===== config.mk =====
export PLATFORM = sky130hd
export DESIGN_NAME = llsc_monitor
export DESIGN_NICKNAME = d
export VERILOG_FILES = /design/src/rtl/llsc_mon_pkg.sv /design/src/rtl/llsc_mon_slot.sv /design/src/rtl/llsc_mon_victim.sv /design/src/rtl/llsc_monitor.sv
export SDC_FILE = /design/constraint.sdc
export NUM_CORES = 1
export LEC_CHECK = 0
export ABC_AREA = 1
export BUFFER_PORTS_ARGS = -buffer_cell sky130_fd_sc_hd__buf_2
export CAP_MARGIN = 25
export CORE_AREA = 2 2 292 294
export DETAILED_ROUTE_END_ITERATION = 10
export DIE_AREA = 0 0 294 296
export SLEW_MARGIN = 30
export SYNTH_ARGS = -nofsm -noshare
export SYNTH_HDL_FRONTEND = slang
export SYNTH_HIERARCHICAL = 1
export SYNTH_SLANG_ARGS = --single-unit

===== constraint.sdc =====
create_clock -name clk -period 2.3 [get_ports clk]
set_input_delay 0.46 -clock clk [delete_from_list [all_inputs] [get_ports clk]]
set_output_delay 0.46 -clock clk [all_outputs]
set_load 0.01 [all_outputs]

===== src/rtl/llsc_mon_pkg.sv =====
package llsc_mon_pkg;
  typedef enum logic [2:0] {
    EV_IDLE   = 3'd0,
    EV_LL     = 3'd1,
    EV_ST     = 3'd2,
    EV_SC     = 3'd3,
    EV_EVICT  = 3'd4,
    EV_CLRALL = 3'd5,
    EV_STFAIL = 3'd6,
    EV_RSVD   = 3'd7
  } ev_kind_e;
endpackage


===== src/rtl/llsc_mon_slot.sv =====
module llsc_mon_slot #(
  parameter int LW = 26,
  parameter int CW = 4
) (
  input  logic          clk,
  input  logic          rst_n,
  input  logic          load,
  input  logic          clr,
  input  logic [LW-1:0] ld_line,
  input  logic [CW-1:0] own_tag,
  input  logic [LW-1:0] evt_line,
  input  logic [LW-1:0] chk_line,
  output logic          vld,
  output logic          own_evt,
  output logic          any_evt,
  output logic          own_chk,
  output logic          mine
);
  logic [LW-1:0] line_q;
  logic [CW-1:0] tag_q;

  always_ff @(posedge clk) begin
    if (!rst_n) begin
      vld    <= 1'b0;
      line_q <= '0;
      tag_q  <= '0;
    end else if (load) begin
      vld    <= 1'b1;
      line_q <= ld_line;
      tag_q  <= own_tag;
    end else if (clr) begin
      vld <= 1'b0;
    end
  end

  assign mine    = vld && (tag_q == own_tag);
  assign any_evt = vld && (line_q == evt_line);
  assign own_evt = any_evt && (tag_q == own_tag);
  assign own_chk = mine && (line_q == chk_line);

  p_clear_drops_r3: assert property (@(posedge clk) disable iff (!rst_n)
    (clr && !load) |=> !vld);
endmodule


===== src/rtl/llsc_mon_victim.sv =====
module llsc_mon_victim #(
  parameter int N  = 8,
  parameter int IW = 3
) (
  input  logic          clk,
  input  logic          rst_n,
  input  logic [N-1:0]  vld,
  input  logic          take,
  output logic [IW-1:0] slot
);
  // older[i][j] set: entry i was recorded before entry j
  logic [N-1:0] older [N];
  logic [N-1:0] is_oldest;
  logic         found;

  always_comb begin
    for (int i = 0; i < N; i++) begin
      is_oldest[i] = vld[i];
      for (int j = 0; j < N; j++)
        if (j != i && vld[j] && !older[i][j]) is_oldest[i] = 1'b0;
    end
    slot  = '0;
    found = 1'b0;
    for (int i = 0; i < N; i++)
      if (!found && !vld[i]) begin
        slot  = IW'(i);
        found = 1'b1;
      end
    for (int i = 0; i < N; i++)
      if (!found && is_oldest[i]) begin
        slot  = IW'(i);
        found = 1'b1;
      end
  end

  always_ff @(posedge clk) begin
    if (!rst_n) begin
      for (int i = 0; i < N; i++) older[i] <= '0;
    end else if (take) begin
      for (int i = 0; i < N; i++)
        for (int j = 0; j < N; j++)
          if (i == int'(slot)) older[i][j] <= 1'b0;
          else if (j == int'(slot)) older[i][j] <= 1'b1;
    end
  end

  generate
    for (genvar gi = 0; gi < N; gi++) begin : g_row
      for (genvar gj = gi + 1; gj < N; gj++) begin : g_col
        p_order_total_r9: assert property (@(posedge clk) disable iff (!rst_n)
          (vld[gi] && vld[gj]) |-> (older[gi][gj] != older[gj][gi]));
      end
    end
  endgenerate
endmodule


===== src/rtl/llsc_monitor.sv =====
module llsc_monitor
  import llsc_mon_pkg::*;
#(
  parameter int AW         = 32,
  parameter int CW         = 4,
  parameter int LINE_BYTES = 64,
  parameter int ENTRIES    = 8
) (
  input  logic          clk,
  input  logic          rst_n,
  input  logic [CW-1:0] ctx_id,
  input  logic          evt_valid,
  output logic          evt_ready,
  input  logic [2:0]    evt_kind,
  input  logic [AW-1:0] evt_addr,
  input  logic          line_resident,
  output logic          sc_done,
  output logic          sc_pass,
  output logic          evict_out_valid,
  output logic [AW-1:0] evict_out_addr,
  input  logic [AW-1:0] chk_addr,
  output logic          chk_reserved
);
  localparam int OFFW = $clog2(LINE_BYTES);
  localparam int LW   = AW - OFFW;
  localparam int IW   = (ENTRIES > 1) ? $clog2(ENTRIES) : 1;

  ev_kind_e      kind;
  logic [LW-1:0] evt_line, chk_line;
  logic [ENTRIES-1:0] vld, own_hit, any_hit, own_chk, mine, load, clr;
  logic [IW-1:0] slot;
  logic          is_ll, is_wr, is_sc, is_ev, is_ca, take;

  assign evt_ready = 1'b1;
  assign kind      = ev_kind_e'(evt_kind);
  assign evt_line  = evt_addr[AW-1:OFFW];
  assign chk_line  = chk_addr[AW-1:OFFW];

  assign is_ll = evt_valid && (kind == EV_LL);
  assign is_wr = evt_valid && (kind == EV_ST || kind == EV_STFAIL);
  assign is_sc = evt_valid && (kind == EV_SC);
  assign is_ev = evt_valid && (kind == EV_EVICT);
  assign is_ca = evt_valid && (kind == EV_CLRALL);
  assign take  = is_ll && line_resident && !(|own_hit);

  generate
    for (genvar g = 0; g < ENTRIES; g++) begin : g_slot
      assign load[g] = take && (slot == IW'(g));
      assign clr[g]  = ((is_wr || is_sc) && own_hit[g]) ||
                       (is_ev && any_hit[g]) || (is_ca && mine[g]);
      llsc_mon_slot #(.LW(LW), .CW(CW)) u_slot (
        .clk     (clk),
        .rst_n   (rst_n),
        .load    (load[g]),
        .clr     (clr[g]),
        .ld_line (evt_line),
        .own_tag (ctx_id),
        .evt_line(evt_line),
        .chk_line(chk_line),
        .vld     (vld[g]),
        .own_evt (own_hit[g]),
        .any_evt (any_hit[g]),
        .own_chk (own_chk[g]),
        .mine    (mine[g])
      );
    end
  endgenerate

  llsc_mon_victim #(.N(ENTRIES), .IW(IW)) u_victim (
    .clk  (clk),
    .rst_n(rst_n),
    .vld  (vld),
    .take (take),
    .slot (slot)
  );

  always_ff @(posedge clk) begin
    if (!rst_n) begin
      sc_done         <= 1'b0;
      sc_pass         <= 1'b0;
      evict_out_valid <= 1'b0;
      evict_out_addr  <= '0;
    end else begin
      sc_done         <= is_sc;
      sc_pass         <= is_sc && line_resident && (|own_hit);
      evict_out_valid <= is_ev;
      if (is_ev) evict_out_addr <= {evt_line, {OFFW{1'b0}}};
    end
  end

  assign chk_reserved = |own_chk;

  p_one_owner_r1: assert property (@(posedge clk) disable iff (!rst_n)
    $onehot0(own_hit));
  p_absent_ll_r2: assert property (@(posedge clk) disable iff (!rst_n)
    (is_ll && !line_resident) |=> ($countones(vld) == $past($countones(vld))));
  p_done_after_sc_r4: assert property (@(posedge clk) disable iff (!rst_n)
    sc_done |-> $past(is_sc));
  p_pass_resident_r5: assert property (@(posedge clk) disable iff (!rst_n)
    sc_pass |-> $past(line_resident && is_sc));
  p_evict_fwd_r6: assert property (@(posedge clk) disable iff (!rst_n)
    evict_out_valid |-> $past(is_ev));
  p_ready_high_r11: assert property (@(posedge clk) disable iff (!rst_n)
    evt_ready);
endmodule


==> results.sh <==
export IMPL_clk_path_buf_depth=3
export IMPL_layout_commonest_cell="nand2_1"
export IMPL_clkSinkCount=333
export IMPL_switching_share_pct=28.7
export IMPL_slew_headroom_pct=40.4
export IMPL_path_max_fanout=3
export IMPL_tightest_slew_ns=0.895
export IMPL_start_kind="register"
export IMPL_power_switching_uw=4170
export IMPL_num_io_pins=112
export IMPL_vias_per_cell=4.73
export IMPL_die_h_um=296
export IMPL_root_buffer="clkbuf_16"
export IMPL_first_global_vias=22781
export IMPL_portBuffers=92
export IMPL_hp_class="primary input to register"
export IMPL_seq_power_share_pct=41.3
export IMPL_final_cell_mix="nand2_1, buf_4, inv_1"
export IMPL_arrival_ns=2.36
export IMPL_period_share_pct=123
export IMPL_row_count=107
export IMPL_setup_viol_count_final=361
export IMPL_die_area_mm2=0.0870
export IMPL_grt_pass1_wl_um=138000
export IMPL_critical_path_class="register to output pin"
export IMPL_slew_violations=0
export IMPL_violations="setup timing"
export IMPL_crit_required_ns=1.84
export IMPL_drt_iter0_drc=2119
export IMPL_dp_cells=4984
export IMPL_max_freq_ghz=0.354
export IMPL_async_flop_share_pct=0
export IMPL_grt_usage_pct=21.0
export IMPL_hold_buffers=0
export IMPL_ff2ff_setup_slack_ns=-0.51
export IMPL_hold_ws_ns=0.153
export IMPL_final_layout_size_suffix_gt1_share_pct=40.0
export IMPL_vias=24587
export IMPL_ys_seq_area_share_pct=34.8
export IMPL_cp_slowest_cell="dfxtp_1"
export IMPL_ir_drop_mv=0.430
export IMPL_core_area_mm2=0.0842
export IMPL_dp_slack_ns=-1.03
export IMPL_synth_top_family_by_area="simple AND/OR/NAND/NOR gates"
export IMPL_status="finished with violations"
export IMPL_cts_tree="yes"
export IMPL_cap_violations=0
export IMPL_synth_ff_type="dfxtp_1"
export IMPL_synth_area_mux_share_pct=0
export IMPL_synth_warnings=6
export IMPL_hpwl_um=62300
export IMPL_synth_seq_cells=333
export IMPL_wl_per_cell_um=18.6
export IMPL_syn_avg_cell_area_um2=6.21
export IMPL_crit_buf_inv=2
export IMPL_synthXorXnorAreaFrac_pct=5.07
export IMPL_power_uw=14500
export IMPL_cts_made_buffers=39
export IMPL_pwr_share_clk_pct=43.4
export IMPL_gp_congestion=0.940
export IMPL_leakagePower_uw=0.0156
export IMPL_p_comb_share_pct=15.2
export IMPL_die_x_um=294
export IMPL_synth_compound_area_share_pct=14.0
export IMPL_synth_cell_area_mm2=0.0207
export IMPL_totalWireLength_um=96800
export IMPL_rsz0062_at_grt="true"
export IMPL_p_int_uw=10400
export IMPL_insertion_delay_ns=0.58
export IMPL_stdcell_count=5199
export IMPL_area_growth_pct=59.9
export IMPL_clk_pin_slew_ns=0.06
export IMPL_dr_pass1_iters=5
export IMPL_gr_total_overflow=0
export IMPL_finalNetCount=4150
export IMPL_synthAdderAreaFrac_pct=0
export IMPL_yosys_area_share_simple_pct=33.0
export IMPL_finalWorstSetupSlack_ns=-0.521
export IMPL_synthCells=3340
export IMPL_synth_edf_count=56
export IMPL_ant_nets=0
export IMPL_drcViolationCount=0
export IMPL_final_hold_viol_count=0
export IMPL_worstPathCellList="buf_4 > xnor2_1 > nand3_2 > nor2_1 > nand3_1 > nor2_4 > nor2_2 > nand4_1 > buf_2"
export IMPL_powerDensity_mw_per_mm2=438
export IMPL_path_delay_family="simple AND/OR/NAND/NOR gates"
export IMPL_grt_start_max_net_pins=118
export IMPL_start_util_pct=24.6
export IMPL_clock_skew_ns=0.0251
export IMPL_htree_levels=2
export IMPL_antenna_found_initial=6
export IMPL_cpPeakStageDelay_ns=0.34
export IMPL_synth_distinct_cells=42
export IMPL_worst_setup_path_end_kind="output pin"
export IMPL_fin_crit_ns=2.82
export IMPL_setup_tns_ns=-138.73
[worst min-delay path, delay by kind of cell]
family                 cells  cell delay (ns)
buffers and inverters      2             0.18
and+or+nand+nor            1             0.05
[synth_stat cells (all sizes together) (13+ instances only)]
cell | count | area share, %
nor3 | 14 | 0.59
nor2 | 416 | 8.4
nand4 | 13 | 0.45
or2 | 36 | 1.1
clkbuf | 37 | 0.67
nand3b | 26 | 0.94
nand3 | 127 | 3.1
xnor2 | 96 | 4.1
edfxtp | 56 | 8.1
buf | 76 | 2.1
xor2 | 24 | 1.0
dfxtp | 277 | 27
o21ai | 318 | 7.7
inv | 567 | 10
nand2 | 1006 | 18
a21oi | 227 | 5.5
[power groups by stage]
stage	Sequential, uW	Combinational, uW	Clock [uW]
after floorplan	6140	798	0
after global placement	6140	1880	0
after detailed placement	6140	1890	0
after CTS	6000	2050	6400
after global routing	6010	2360	6630
final	6010	2220	6320
[registers in the layout (all words and copies together) (netlist names)]
signal / flops
g_slot.u_slot/vld: 8
evict_out_addr: 26
u_victim/older: 56
evict_out_valid: 1
g_slot.u_slot/line_q: 208
sc_done: 1
sc_pass: 1
g_slot.u_slot/tag_q: 32
[metal layers]
layer / part of all wire (%) / track usage, % / wire length (um) / up-vias
li1: - / - / - / 11811
met1: 39 / 25.1 / 37700 / 11383
met2: 46 / 34.9 / 45000 / 1032
met3: 7.1 / 3.58 / 6920 / 355
met4: 7.5 / 13.6 / 7220 / 6
met5: 0.032 / 0 / 31 / -
[final cells by class]
class | instances | area, um2
Tap cell | 1090 | 1360
Timing Repair inverter | 2 | 27.5
Clock inverter | 13 | 104
Antenna cell | 4 | 10.0
Timing Repair Buffer | 797 | 7920
Multi-Input combinational cell | 2334 | 13000
Clock buffer | 58 | 1140
Sequential cell | 333 | 7330
Inverter | 568 | 2260
Fill cell | 8422 | 51000
[stage by stage]
| stage | utilization [%] | area, um2 |
|---|---|---|
| 6_report | 39.4 | 33200 |
| 5_1_grt | 39.4 | 33200 |
| 4_1_cts | 37.7 | 31700 |
| 3_5_place_dp | 32.1 | 27000 |
| 3_3_place_gp | 32.1 | 27000 |
| 2_1_floorplan | - | 20800 |
[kinds of logic after synthesis]
group,count (synthesis)
other cells,2
flops,333
compound gates,565
xor+xnor,120
buf+inv,681
simple gates,1639
[path summary, 6_finish.rpt]
check / from / endpoint / depth (start not counted)
worst min register to register: evict_out_addr[10] / evict_out_addr[10] / 2
worst max-delay path: g_slot[7].u_slot/line_q[17] / chk_reserved / 9
worst min-delay path: evt_valid / sc_done / 3
worst max register to register: g_slot[5].u_slot/vld / g_slot[7].u_slot/line_q[9] / 18
[timing repair]
action / CTS / global route
buffers inserted: 82 / 46
gates cloned: 44 / 10
resized for setup: 645 / 403
endpoints found under the setup margin: 361 / 361
pin swaps: 97 / 129
Power figures use the tool's default switching activity.
